==> config.mk <==
export PLATFORM = sky130hd
export DESIGN_NAME = sysmap_decoder
export DESIGN_NICKNAME = d
export VERILOG_FILES = /design/src/rtl/sysmap_pkg.sv /design/src/rtl/sysmap_region_decode.sv /design/src/rtl/sysmap_io_onehot.sv /design/src/rtl/sysmap_page_flip.sv /design/src/rtl/sysmap_decoder.sv
export SDC_FILE = /design/constraint.sdc
export NUM_CORES = 1
export LEC_CHECK = 0
export BUFFER_PORTS_ARGS = -buffer_cell sky130_fd_sc_hd__clkbuf_2
export CORE_UTILIZATION = 34
export CTS_BUF_LIST = sky130_fd_sc_hd__clkbuf_4 sky130_fd_sc_hd__clkbuf_8
export DETAILED_ROUTE_END_ITERATION = 12
export PLACE_DENSITY = 0.87
export REMOVE_ABC_BUFFERS = 1
export SLEW_MARGIN = 20
export SYNTH_ARGS = -nofsm -noshare
export SYNTH_HDL_FRONTEND = slang
export SYNTH_SLANG_ARGS = --single-unit
==> constraint.sdc <==
create_clock -name clk -period 4.62 [get_ports clk]
set_input_delay 0.693 -clock clk [delete_from_list [all_inputs] [get_ports clk]]
set_output_delay 0.693 -clock clk [all_outputs]
set_load 0.01 [all_outputs]
==> src/rtl/sysmap_pkg.sv <==
`timescale 1ns/1ps
package sysmap_pkg;
  // Coarse region classes produced by the address classifier.
  typedef enum logic [2:0] {
    RG_NONE = 3'd0,
    RG_RAM  = 3'd1,
    RG_ROM  = 3'd2,
    RG_IO   = 3'd3,
    RG_VRAM = 3'd4
  } region_e;
endpackage

==> src/rtl/sysmap_region_decode.sv <==
`timescale 1ns/1ps
module sysmap_region_decode
  import sysmap_pkg::*;
#(
  parameter int ADDR_W      = 32,
  parameter int OFF_W       = 24,
  parameter int RAM_OFF_W   = 24,
  parameter int ROM_OFF_W   = 20,
  parameter int SLOT_W      = 17,
  parameter int N_IO        = 8,
  parameter int VPAGE_W     = 17,
  parameter logic [ADDR_W-1:0] ROM_BASE  = 32'hFF00_0000,
  parameter logic [ADDR_W-1:0] IO_BASE   = 32'hFFE0_0000,
  parameter logic [ADDR_W-1:0] VRAM_BASE = 32'hFFFC_0000,
  localparam int IDX_W      = $clog2(N_IO),
  localparam int IO_BLK_W   = SLOT_W + IDX_W,
  localparam int VSPAN_W    = VPAGE_W + 1
) (
  input  logic [ADDR_W-1:0] addr_i,
  output region_e           region_o,
  output logic [OFF_W-1:0]  off_o,
  output logic [IDX_W-1:0]  slot_o
);
  logic hit_ram, hit_rom, hit_io, hit_vram;

  // Each window is identified by the address bits above its span.
  assign hit_ram  = (addr_i[ADDR_W-1:RAM_OFF_W] == '0);
  assign hit_rom  = (addr_i[ADDR_W-1:ROM_OFF_W] == ROM_BASE[ADDR_W-1:ROM_OFF_W]);
  assign hit_io   = (addr_i[ADDR_W-1:IO_BLK_W]  == IO_BASE[ADDR_W-1:IO_BLK_W]);
  assign hit_vram = (addr_i[ADDR_W-1:VSPAN_W]   == VRAM_BASE[ADDR_W-1:VSPAN_W]);

  assign slot_o = addr_i[IO_BLK_W-1:SLOT_W];

  always_comb begin
    region_o = RG_NONE;
    off_o    = '0;
    if (hit_ram) begin
      region_o = RG_RAM;
      off_o    = OFF_W'(addr_i[RAM_OFF_W-1:0]);
    end else if (hit_rom) begin
      region_o = RG_ROM;
      off_o    = OFF_W'(addr_i[ROM_OFF_W-1:0]);
    end else if (hit_io) begin
      // Slot aliasing: the low bits inside a slot are dropped.
      region_o = RG_IO;
      off_o    = '0;
    end else if (hit_vram) begin
      // Logical page bit is dropped; the physical page comes from the flip state.
      region_o = RG_VRAM;
      off_o    = OFF_W'(addr_i[VPAGE_W-1:0]);
    end
  end
endmodule

==> src/rtl/sysmap_io_onehot.sv <==
`timescale 1ns/1ps
module sysmap_io_onehot #(
  parameter int N_IO  = 8,
  localparam int IDX_W = $clog2(N_IO)
) (
  input  logic             en_i,
  input  logic [IDX_W-1:0] idx_i,
  output logic [N_IO-1:0]  sel_o
);
  for (genvar k = 0; k < N_IO; k++) begin : g_slot
    assign sel_o[k] = en_i && (idx_i == IDX_W'(k));
  end
endmodule

==> src/rtl/sysmap_page_flip.sv <==
`timescale 1ns/1ps
module sysmap_page_flip (
  input  logic clk,
  input  logic rst_n,
  input  logic flip_req_i,
  input  logic frame_start_i,
  output logic disp_page_o,
  output logic pending_o
);
  logic disp_q, pend_q;

  always_ff @(posedge clk or negedge rst_n) begin
    if (!rst_n) begin
      disp_q <= 1'b0;
      pend_q <= 1'b0;
    end else begin
      if (frame_start_i && pend_q) disp_q <= ~disp_q;
      // A request in the frame-start cycle re-arms for the following frame.
      pend_q <= flip_req_i | (pend_q & ~frame_start_i);
    end
  end

  assign disp_page_o = disp_q;
  assign pending_o   = pend_q;
endmodule

==> src/rtl/sysmap_decoder.sv <==
`timescale 1ns/1ps
module sysmap_decoder
  import sysmap_pkg::*;
#(
  parameter int ADDR_W  = 32,
  parameter int OFF_W   = 24,
  parameter int N_IO    = 8,
  parameter int SLOT_W  = 17,
  parameter int VPAGE_W = 17,
  localparam int IDX_W  = $clog2(N_IO)
) (
  input  logic              clk,
  input  logic              rst_n,
  input  logic [ADDR_W-1:0] addr_i,
  input  logic              addr_valid_i,
  input  logic              flip_req_i,
  input  logic              frame_start_i,
  output logic              sel_ram_o,
  output logic              sel_rom_o,
  output logic [N_IO-1:0]   sel_io_o,
  output logic              sel_vram_o,
  output logic              decode_err_o,
  output logic [OFF_W-1:0]  local_off_o,
  output logic              disp_page_o,
  output logic              cpu_page_o,
  output logic              flip_pending_o
);
  region_e            region;
  logic [OFF_W-1:0]   off_raw;
  logic [IDX_W-1:0]   slot;

  sysmap_region_decode #(
    .ADDR_W (ADDR_W),
    .OFF_W  (OFF_W),
    .SLOT_W (SLOT_W),
    .N_IO   (N_IO),
    .VPAGE_W(VPAGE_W)
  ) u_region (
    .addr_i  (addr_i),
    .region_o(region),
    .off_o   (off_raw),
    .slot_o  (slot)
  );

  sysmap_io_onehot #(.N_IO(N_IO)) u_io (
    .en_i (addr_valid_i && (region == RG_IO)),
    .idx_i(slot),
    .sel_o(sel_io_o)
  );

  sysmap_page_flip u_flip (
    .clk          (clk),
    .rst_n        (rst_n),
    .flip_req_i   (flip_req_i),
    .frame_start_i(frame_start_i),
    .disp_page_o  (disp_page_o),
    .pending_o    (flip_pending_o)
  );

  assign sel_ram_o    = addr_valid_i && (region == RG_RAM);
  assign sel_rom_o    = addr_valid_i && (region == RG_ROM);
  assign sel_vram_o   = addr_valid_i && (region == RG_VRAM);
  assign decode_err_o = addr_valid_i && (region == RG_NONE);
  assign local_off_o  = addr_valid_i ? off_raw : '0;
  // The processor is always steered to the page the display is not scanning.
  assign cpu_page_o   = ~disp_page_o;
endmodule

==> results.json, run 1 <==
{
  "status": "finished clean",
  "dr.first_iter.drc_count": 6,
  "crit_fanout": 19,
  "cts_setup_buffers": 0,
  "r2r_cells": 2,
  "r2r-end": "u_flip.disp_page_o",
  "pwr_density_cell_nw_per_um2": 133,
  "clock_path_buffers": 2,
  "crit_path_top_delay_cell": "or4_1",
  "num_vias": 977,
  "syn_area_um2": 557,
  "n_fill_cell": 144,
  "cpMostUsedCell": "clkbuf_2",
  "finClkSkew_ns": 0.00527,
  "tightest_slew_ns": 0.677,
  "cts-root-buf": "clkbuf_4",
  "pre_cts_slack_ns": 1.68,
  "cts_tree": "built",
  "r2r_slack_ns": 3.95,
  "p_leak_nw": 0.519,
  "fin_nets": 199,
  "grt_pass1_vias": 783,
  "via_per_inst": 5.55,
  "cp_top_family": "simple AND/OR/NAND/NOR gates",
  "path_class": "in -> out",
  "synth_edf_count": 0,
  "critical_path_buf_inv_count": 2,
  "grt_overflow_total": 0,
  "max_stage_delay_ns": 0.85,
  "fin_cells": 176,
  "drc": 0,
  "drive_gt1_share_pct": 51.2,
  "setup_viol": 0,
  "post-dp-hpwl_um": 1520,
  "final_util_pct": 60.6,
  "synth_seq_area_share_pct": 8.99,
  "core.rowCount": 14,
  "hold_viol": 0,
  "yosysWarnings": 0,
  "wire_per_inst_um": 11.0,
  "critPathArrivalTime_ns": 2.26,
  "ios": 76,
  "crit_cells": 5,
  "cts_buffers": 3,
  "setup_tns_ns": 0,
  "antenna_found_initial": 0,
  "placed_cells": 173,
  "clk_latency_ns": 0.23,
  "max_freq_ghz": 0.338,
  "antenna_cells": 0,
  "critPathRequiredTime_ns": 3.93,
  "vdd_drop_max_uv": 179,
  "synth_flop_cell": "dfrtp_1",
  "path_cells": "clkbuf_2, nand4_1, or4_1, a31oi_1, clkbuf_2",
  "cts_resized": 0,
  "synth_most_common_cell": "nand2_1",
  "total_power_mw": 0.123,
  "critPathLaunchType": "input port",
  "fp.dieH_um": 42.5,
  "die_area_um2": 1800,
  "core-area_um2": 1520,
  "synth_commonest_cells": "nand2_1, a31oi_1, nor4_1, inv_1",
  "grt_setup_unrepaired": "false",
  "cp-end-kind": "primary output",
  "regArea_um2": 50.0,
  "period_share_pct": 63.9,
  "synth_top_area_share_pct": 19.1,
  "ys_ff_latch": 2,
  "maxSlewViolCount": 0,
  "hold_path_class": "in -> async",
  "htree_levels": 1,
  "syn_inst": 92,
  "regToRegStartpoint": "u_flip.pending_o",
  "grt_pass1_wl_um": 3000,
  "synthTopCellsByArea": "a31oi_1, nand2_1, nor4_1",
  "grtUsageTotal_pct": 20.8,
  "postRouteAntennaNets": 0,
  "hold_buffers": 0,
  "setup_slack_ns": 1.67,
  "port_buffers": 75,
  "globalplace.congestion": 0.677,
  "cap_violations": 0,
  "synth_cell_types": 24,
  "cts_sinks": 2,
  "area_growth_pct": 65.8,
  "avgSynthCellArea_um2": 6.05,
  "relSlewSlack_pct": 54.8,
  "multi_input_area_um2": 433,
  "initial_core_util_pct": 36.5,
  "ys_async_sr_fraction_pct": 100,
  "drt-total-wl_um": 1940,
  "first_pass_iters": 4,
  "grt_max_degree": 24,
  "synth_top_area_cell": "a31oi_1",
  "die_x_um": 42.5,
  "period_minus_slack_ns": 2.95,
  "path_clk_slew_ns": 0.03
}
==> final cells by class <==
cell class	count	share of cell area, %
Sequential cell	2	5.42
Multi-Input combinational cell	74	46.9
Clock buffer	3	2.44
Inverter	6	2.44
Timing Repair Buffer	75	40.7
Tap cell	16	2.17
==> cell usage in the layout, fill, tap and decap left out <==
cell and n:
or3_1 2, clkbuf_4 3, nor3_1 1, or4_4 1, nand2_1 23, and2_1 1
and4b_1 1, nand4_1 2, o41ai_1 1, clkbuf_2 75, a211oi_2 3, a21o_1 1
xnor2_1 1, inv_1 6, nand3_1 2, dfrtp_1 2, nor4_1 10, nor2_1 2
a31oi_1 17, and3_1 4, or4_1 2
==> kinds of logic after synthesis <==
group,Yosys count,share of synthesized area (%)
AO/OA/AOI/OAI,22,28.8
XOR/XNOR,1,1.57
buffers and inverters,16,13.3
flip-flops,2,8.99
AND/OR/NAND/NOR,51,47.4
==> power breakdown <==
group | leakage, nW | internal [mW] | total [mW] | switching, mW
combinational | 0.483 | 0.0258 | 0.0545 | 0.0287
sequential | 0.0224 | 0.0228 | 0.0274 | 0.00459
clock | 0.0138 | 0.0288 | 0.0410 | 0.0122
total | 0.519 | 0.0774 | 0.123 | 0.0455
==> worst max-delay path by stage <==
stage / from / to / slack (ns)
3_3_place_gp: addr_i[22] / local_off_o[19] / 1.71
3_5_place_dp: addr_i[29] / local_off_o[5] / 1.68
2_1_floorplan: addr_i[22] / local_off_o[17] / 1.93
4_1_cts: addr_i[29] / local_off_o[5] / 1.67
6_report: addr_i[29] / local_off_o[6] / 1.67
5_1_grt: addr_i[29] / local_off_o[9] / 1.54
==> registers in the layout, indices dropped and copies added (netlist names) <==
| name | count |
|---|---|
| u_flip.disp_page_o | 1 |
| u_flip.pending_o | 1 |
==> per-layer routing <==
metal	GRT usage, %	vias to the layer above	share of wire (%)
met5	0	-	0
met4	11.3	0	1.5
met3	3.45	2	9.0
met2	35.4	55	48
met1	24.4	433	42
li1	-	487	-
==> worst register-to-register path, stage by stage, from the launching register on <==
cell and delay, ns:
dfrtp_1 0.36, nand2_1 0.07, xnor2_1 0.12
==> per-stage QoR <==
step | hold WS [ns] | area (um^2)
CTS | 0.233 | 923
global placement | 0.480 | 901
floorplan | 0.397 | 505
global route | 0.231 | 923
detailed placement | 0.484 | 901
finish | 0.238 | 923
Power figures use the tool's default switching activity.
==> run 2, diff against run 1 <==
Settings changed: CORE_UTILIZATION 34 to 28, PLACE_DENSITY 0.87 to 0.76.
Clock period 4.62 ns to 2.4 ns, I/O delays scaled along.
==> results.json, run 2 (same netlist as run 1, synthesis figures left out) <==
{
  "grt_max_degree": 23,
  "path_clk_slew_ns": 0.03,
  "cts_resized": 0,
  "setup_tns_ns": 0,
  "die_x_um": 46.6,
  "pwr_density_cell_nw_per_um2": 250,
  "max_freq_ghz": 0.436,
  "die_area_um2": 2170,
  "path_class": "in -> out",
  "fin_nets": 202,
  "fp.dieH_um": 46.6,
  "crit_fanout": 19,
  "drt-total-wl_um": 2010,
  "drc": 0,
  "grt_pass1_wl_um": 2620,
  "cts_tree": "built",
  "layout_common_cells": "clkbuf_2, nand2_1, a31oi_1, nor4_1, inv_1",
  "p_sw_share_pct": 37.1,
  "period_minus_slack_ns": 2.29,
  "ios": 76,
  "r2r-end": "u_flip.disp_page_o",
  "final_common_cell": "clkbuf_2",
  "via_per_inst": 5.06,
  "power.internal_mw": 0.151,
  "relSlewSlack_pct": 63.0,
  "startpoint": "addr_i[29]",
  "r2r_cells": 2,
  "initial_core_util_pct": 30.9,
  "cp-end-kind": "primary output",
  "hold_viol": 0,
  "cap_violations": 0,
  "critPathRequiredTime_ns": 2.04,
  "n_fill_cell": 198,
  "num_vias": 952,
  "htree_levels": 1,
  "path_cells": "clkbuf_2, nand4_1, or4_1, a31oi_1, clkbuf_2",
  "hold_path_class": "in -> reg",
  "grt_pass1_vias": 664,
  "hold_buffers": 1,
  "core-area_um2": 1800,
  "total_power_mw": 0.240,
  "clk_latency_ns": 0.23,
  "pwr-share-clk_pct": 31.7,
  "dr.first_iter.drc_count": 12,
  "cts_sinks": 2,
  "pwr-share-comb_pct": 45.9,
  "grt_setup_unrepaired": "false",
  "cpMostUsedCell": "clkbuf_2",
  "r2r_slack_ns": 1.71,
  "hp-start": "flip_req_i",
  "p_leak_nw": 0.532,
  "postRouteAntennaNets": 0,
  "fin_hold_ws_ns": 0.311,
  "seqPwrFrac_pct": 22.4,
  "regToRegStartpoint": "u_flip.pending_o",
  "crit_path_top_delay_cell": "or4_1",
  "drive_gt1_share_pct": 51.5,
  "clock_path_buffers": 2,
  "period_share_pct": 95.5,
  "globalplace.congestion": 0.659,
  "cts_setup_buffers": 0,
  "critPathArrivalTime_ns": 1.93,
  "tightest_slew_ns": 0.555,
  "grtUsageTotal_pct": 16.5,
  "vdd_drop_max_uv": 316,
  "grt_overflow_total": 0,
  "status": "finished clean",
  "setup_viol": 0,
  "maxSlewViolCount": 0,
  "area_growth_pct": 72.4,
  "max_stage_delay_ns": 0.85,
  "antenna_found_initial": 0,
  "hold_depth": 2,
  "finClkSkew_ns": 0.00570,
  "cts-root-buf": "clkbuf_4",
  "port_buffers": 75,
  "core.rowCount": 15,
  "critPathLaunchType": "input port",
  "p_sw_mw": 0.0891,
  "antenna_cells": 0,
  "wire_per_inst_um": 10.7,
  "cts_buffers": 3,
  "post-dp-hpwl_um": 1610,
  "first_pass_iters": 4,
  "min_to": "u_flip.pending_o"
}
[run 2: through the flow]
step / cell area, um^2 / util [%] / instances / setup WS (ns)
6_report: 960 / 53.3 / 188 / 0.108
4_1_cts: 960 / 53.3 / 188 / 0.112
3_5_place_dp: 927 / 51.5 / 184 / 0.115
5_1_grt: 960 / 53.3 / 188 / 0.00527
3_3_place_gp: 927 / 51.5 / 184 / 0.156
2_1_floorplan: 505 / - / 82 / 0.375
[run 2: critical path: cells and delay by family]
| kind | cells | cell delay [ns] |
|---|---|---|
| AOI/OAI and AO/OA | 1 | 0.29 |
| buffers and inverters | 2 | 0.25 |
| and+or+nand+nor | 2 | 1.02 |
[run 2: worst max path at each step]
stage / endpoint / slack, ns / depth (start not counted)
5_1_grt: local_off_o[9] / 0.005 / 5
3_3_place_gp: local_off_o[17] / 0.16 / 5
3_5_place_dp: local_off_o[1] / 0.11 / 5
2_1_floorplan: local_off_o[17] / 0.38 / 3
4_1_cts: local_off_o[1] / 0.11 / 5
6_report: local_off_o[12] / 0.11 / 5
[run 2: layout make-up]
type	instances	area, um^2	area share [%]
Tap cell	25	31.3	3.26
Inverter	6	22.5	2.35
Sequential cell	2	50.0	5.22
Clock buffer	3	22.5	2.35
Multi-Input combinational cell	74	433	45.1
Timing Repair Buffer	78	400	41.7
[run 2: per-layer routing]
layer	share of wire, %	wire length [um]	global-route usage (%)
met1	43	856	18.6
met2	49	984	30.3
met3	7.4	149	2.35
met5	0	0	0
met4	1.0	21	7.06
[run 2: power by group through the flow]
stage | clock network [mW] | logic (mW) | registers, mW
2_1_floorplan | 0 | 0.0383 | 0.0572
3_3_place_gp | 0 | 0.105 | 0.0525
3_5_place_dp | 0 | 0.109 | 0.0541
4_1_cts | 0.0793 | 0.111 | 0.0538
5_1_grt | 0.0833 | 0.120 | 0.0549
6_report | 0.0760 | 0.110 | 0.0539
==> run 3, diff against run 2 <==
Clock period 2.4 ns to 2.07 ns, I/O delays scaled along.
==> results.json, run 3 (same netlist as run 1, synthesis figures left out) <==
{
  "status": "finished clean",
  "first_pass_iters": 4,
  "cp-end-kind": "primary output",
  "cts_tree": "built",
  "fin_nets": 209,
  "regToRegStartpoint": "u_flip.pending_o",
  "post-dp-hpwl_um": 1650,
  "fin_hold_ws_ns": 0.276,
  "stdcell_area_um2": 1030,
  "setup_viol": 0,
  "power.internal_mw": 0.180,
  "dr.first_iter.drc_count": 14,
  "antenna_cells": 0,
  "drive_gt1_share_pct": 54.7,
  "r2r_cells": 2,
  "vdd_drop_max_uv": 384,
  "p_leak_nw": 0.566,
  "path_class": "in -> out",
  "finClkSkew_ns": 0.00417,
  "crit_fanout": 10,
  "hold_path_class": "in -> reg",
  "cts_sinks": 2,
  "layout_common_cells": "clkbuf_2, nand2_1, a31oi_1, nor4_1, buf_4",
  "p_sw_share_pct": 36.2,
  "total_power_mw": 0.282,
  "core-area_um2": 1800,
  "wire_per_inst_um": 11.4,
  "grt_overflow_total": 0,
  "grt_pass1_wl_um": 2770,
  "period_share_pct": 99.3,
  "cap_violations": 0,
  "postRouteAntennaNets": 0,
  "critPathRequiredTime_ns": 1.76,
  "critPathArrivalTime_ns": 1.75,
  "hp-start": "flip_req_i",
  "port_buffers": 75,
  "cts_buffers": 3,
  "final_common_cell": "clkbuf_2",
  "die_x_um": 46.6,
  "globalplace.congestion": 0.659,
  "grt_max_degree": 23,
  "pwr-share-comb_pct": 48.4,
  "clk_latency_ns": 0.22,
  "startpoint": "addr_i[21]",
  "max_freq_ghz": 0.486,
  "hold_viol": 0,
  "area_growth_pct": 85.8,
  "via_per_inst": 5.12,
  "tightest_slew_ns": 0.429,
  "pwr_density_cell_nw_per_um2": 272,
  "seqPwrFrac_pct": 21.9,
  "grt_pass1_vias": 710,
  "cts-root-buf": "clkbuf_4",
  "period_minus_slack_ns": 2.06,
  "relSlewSlack_pct": 71.4,
  "drt-total-wl_um": 2230,
  "fp.dieH_um": 46.6,
  "num_vias": 999,
  "p_sw_mw": 0.102,
  "antenna_found_initial": 0,
  "maxSlewViolCount": 0,
  "place_area_um2": 950,
  "grt_setup_unrepaired": "true",
  "htree_levels": 1,
  "clock_path_buffers": 2,
  "grtUsageTotal_pct": 16.9,
  "core.rowCount": 15,
  "drc": 0,
  "pwr-share-clk_pct": 29.7,
  "hold_depth": 2,
  "ios": 76,
  "die_area_um2": 2170,
  "initial_core_util_pct": 30.9,
  "path_clk_slew_ns": 0.03,
  "critPathLaunchType": "input port"
}
==> run 3: metrics by stage <==
step | setup WS [ns] | utilization (%) | std cells | setup TNS (ns)
finish | 0.0145 | 57.4 | 195 | 0
floorplan | 0.144 | - | 82 | 0
global route | -0.0207 | 57.4 | 195 | -0.0471
detailed placement | -0.0820 | 52.7 | 187 | -0.775
CTS | -0.0156 | 54.7 | 191 | -0.0386
global placement | -0.0524 | 52.7 | 187 | -0.325
==> run 3: what timing repair did <==
| action | in CTS | in global routing |
|---|---|---|
| setup endpoints to repair | 23 | 23 |
| pin swaps | 1 | 7 |
| cloned | 0 | 2 |
| hold buffers | 1 | 0 |
| setup buffers | 0 | 2 |
| endpoints found under the hold margin | 2 | 0 |
| gates resized for setup | 1 | 8 |
==> run 3: layout make-up <==
type / instances / area, um^2
Fill cell: 183 / 767
Multi-Input combinational cell: 76 / 464
Timing Repair Buffer: 83 / 444
Sequential cell: 2 / 50.0
Tap cell: 25 / 31.3
Clock buffer: 3 / 22.5
Inverter: 6 / 22.5
==> run 3: final timing paths <==
path                                      end  slack, ns
setup / recovery              local_off_o[10]       0.01
setup reg to reg           u_flip.disp_page_o       1.38
min in group asynchronous    u_flip.pending_o       0.41
hold / removal               u_flip.pending_o       0.28
hold reg to reg              u_flip.pending_o       0.51
max in group asynchronous  u_flip.disp_page_o       1.56
==> run 3: power by group through the flow <==
stage                     sequential (mW)  combinational [mW]  clock (mW)
after floorplan                    0.0663              0.0444           0
after global placement             0.0608               0.124           0
after detailed placement           0.0625               0.129           0
after CTS                          0.0622               0.130      0.0864
after global routing               0.0630               0.148      0.0907
final                              0.0616               0.136      0.0837
==> run 3: metal layers <==
layer	share of wire, %	track usage (%)	vias to the layer above
met5	0	0	-
li1	-	-	513
met4	0	3.53	0
met1	42	18.1	435
met3	7.5	1.96	0
met2	51	34.2	51
==> run 3: critical path, cell delays in order <==
cell and delay [ns]:
buf_6 0.09, or3_4 0.40, or4_4 0.56, a31oi_1 0.22, clkbuf_2 0.16
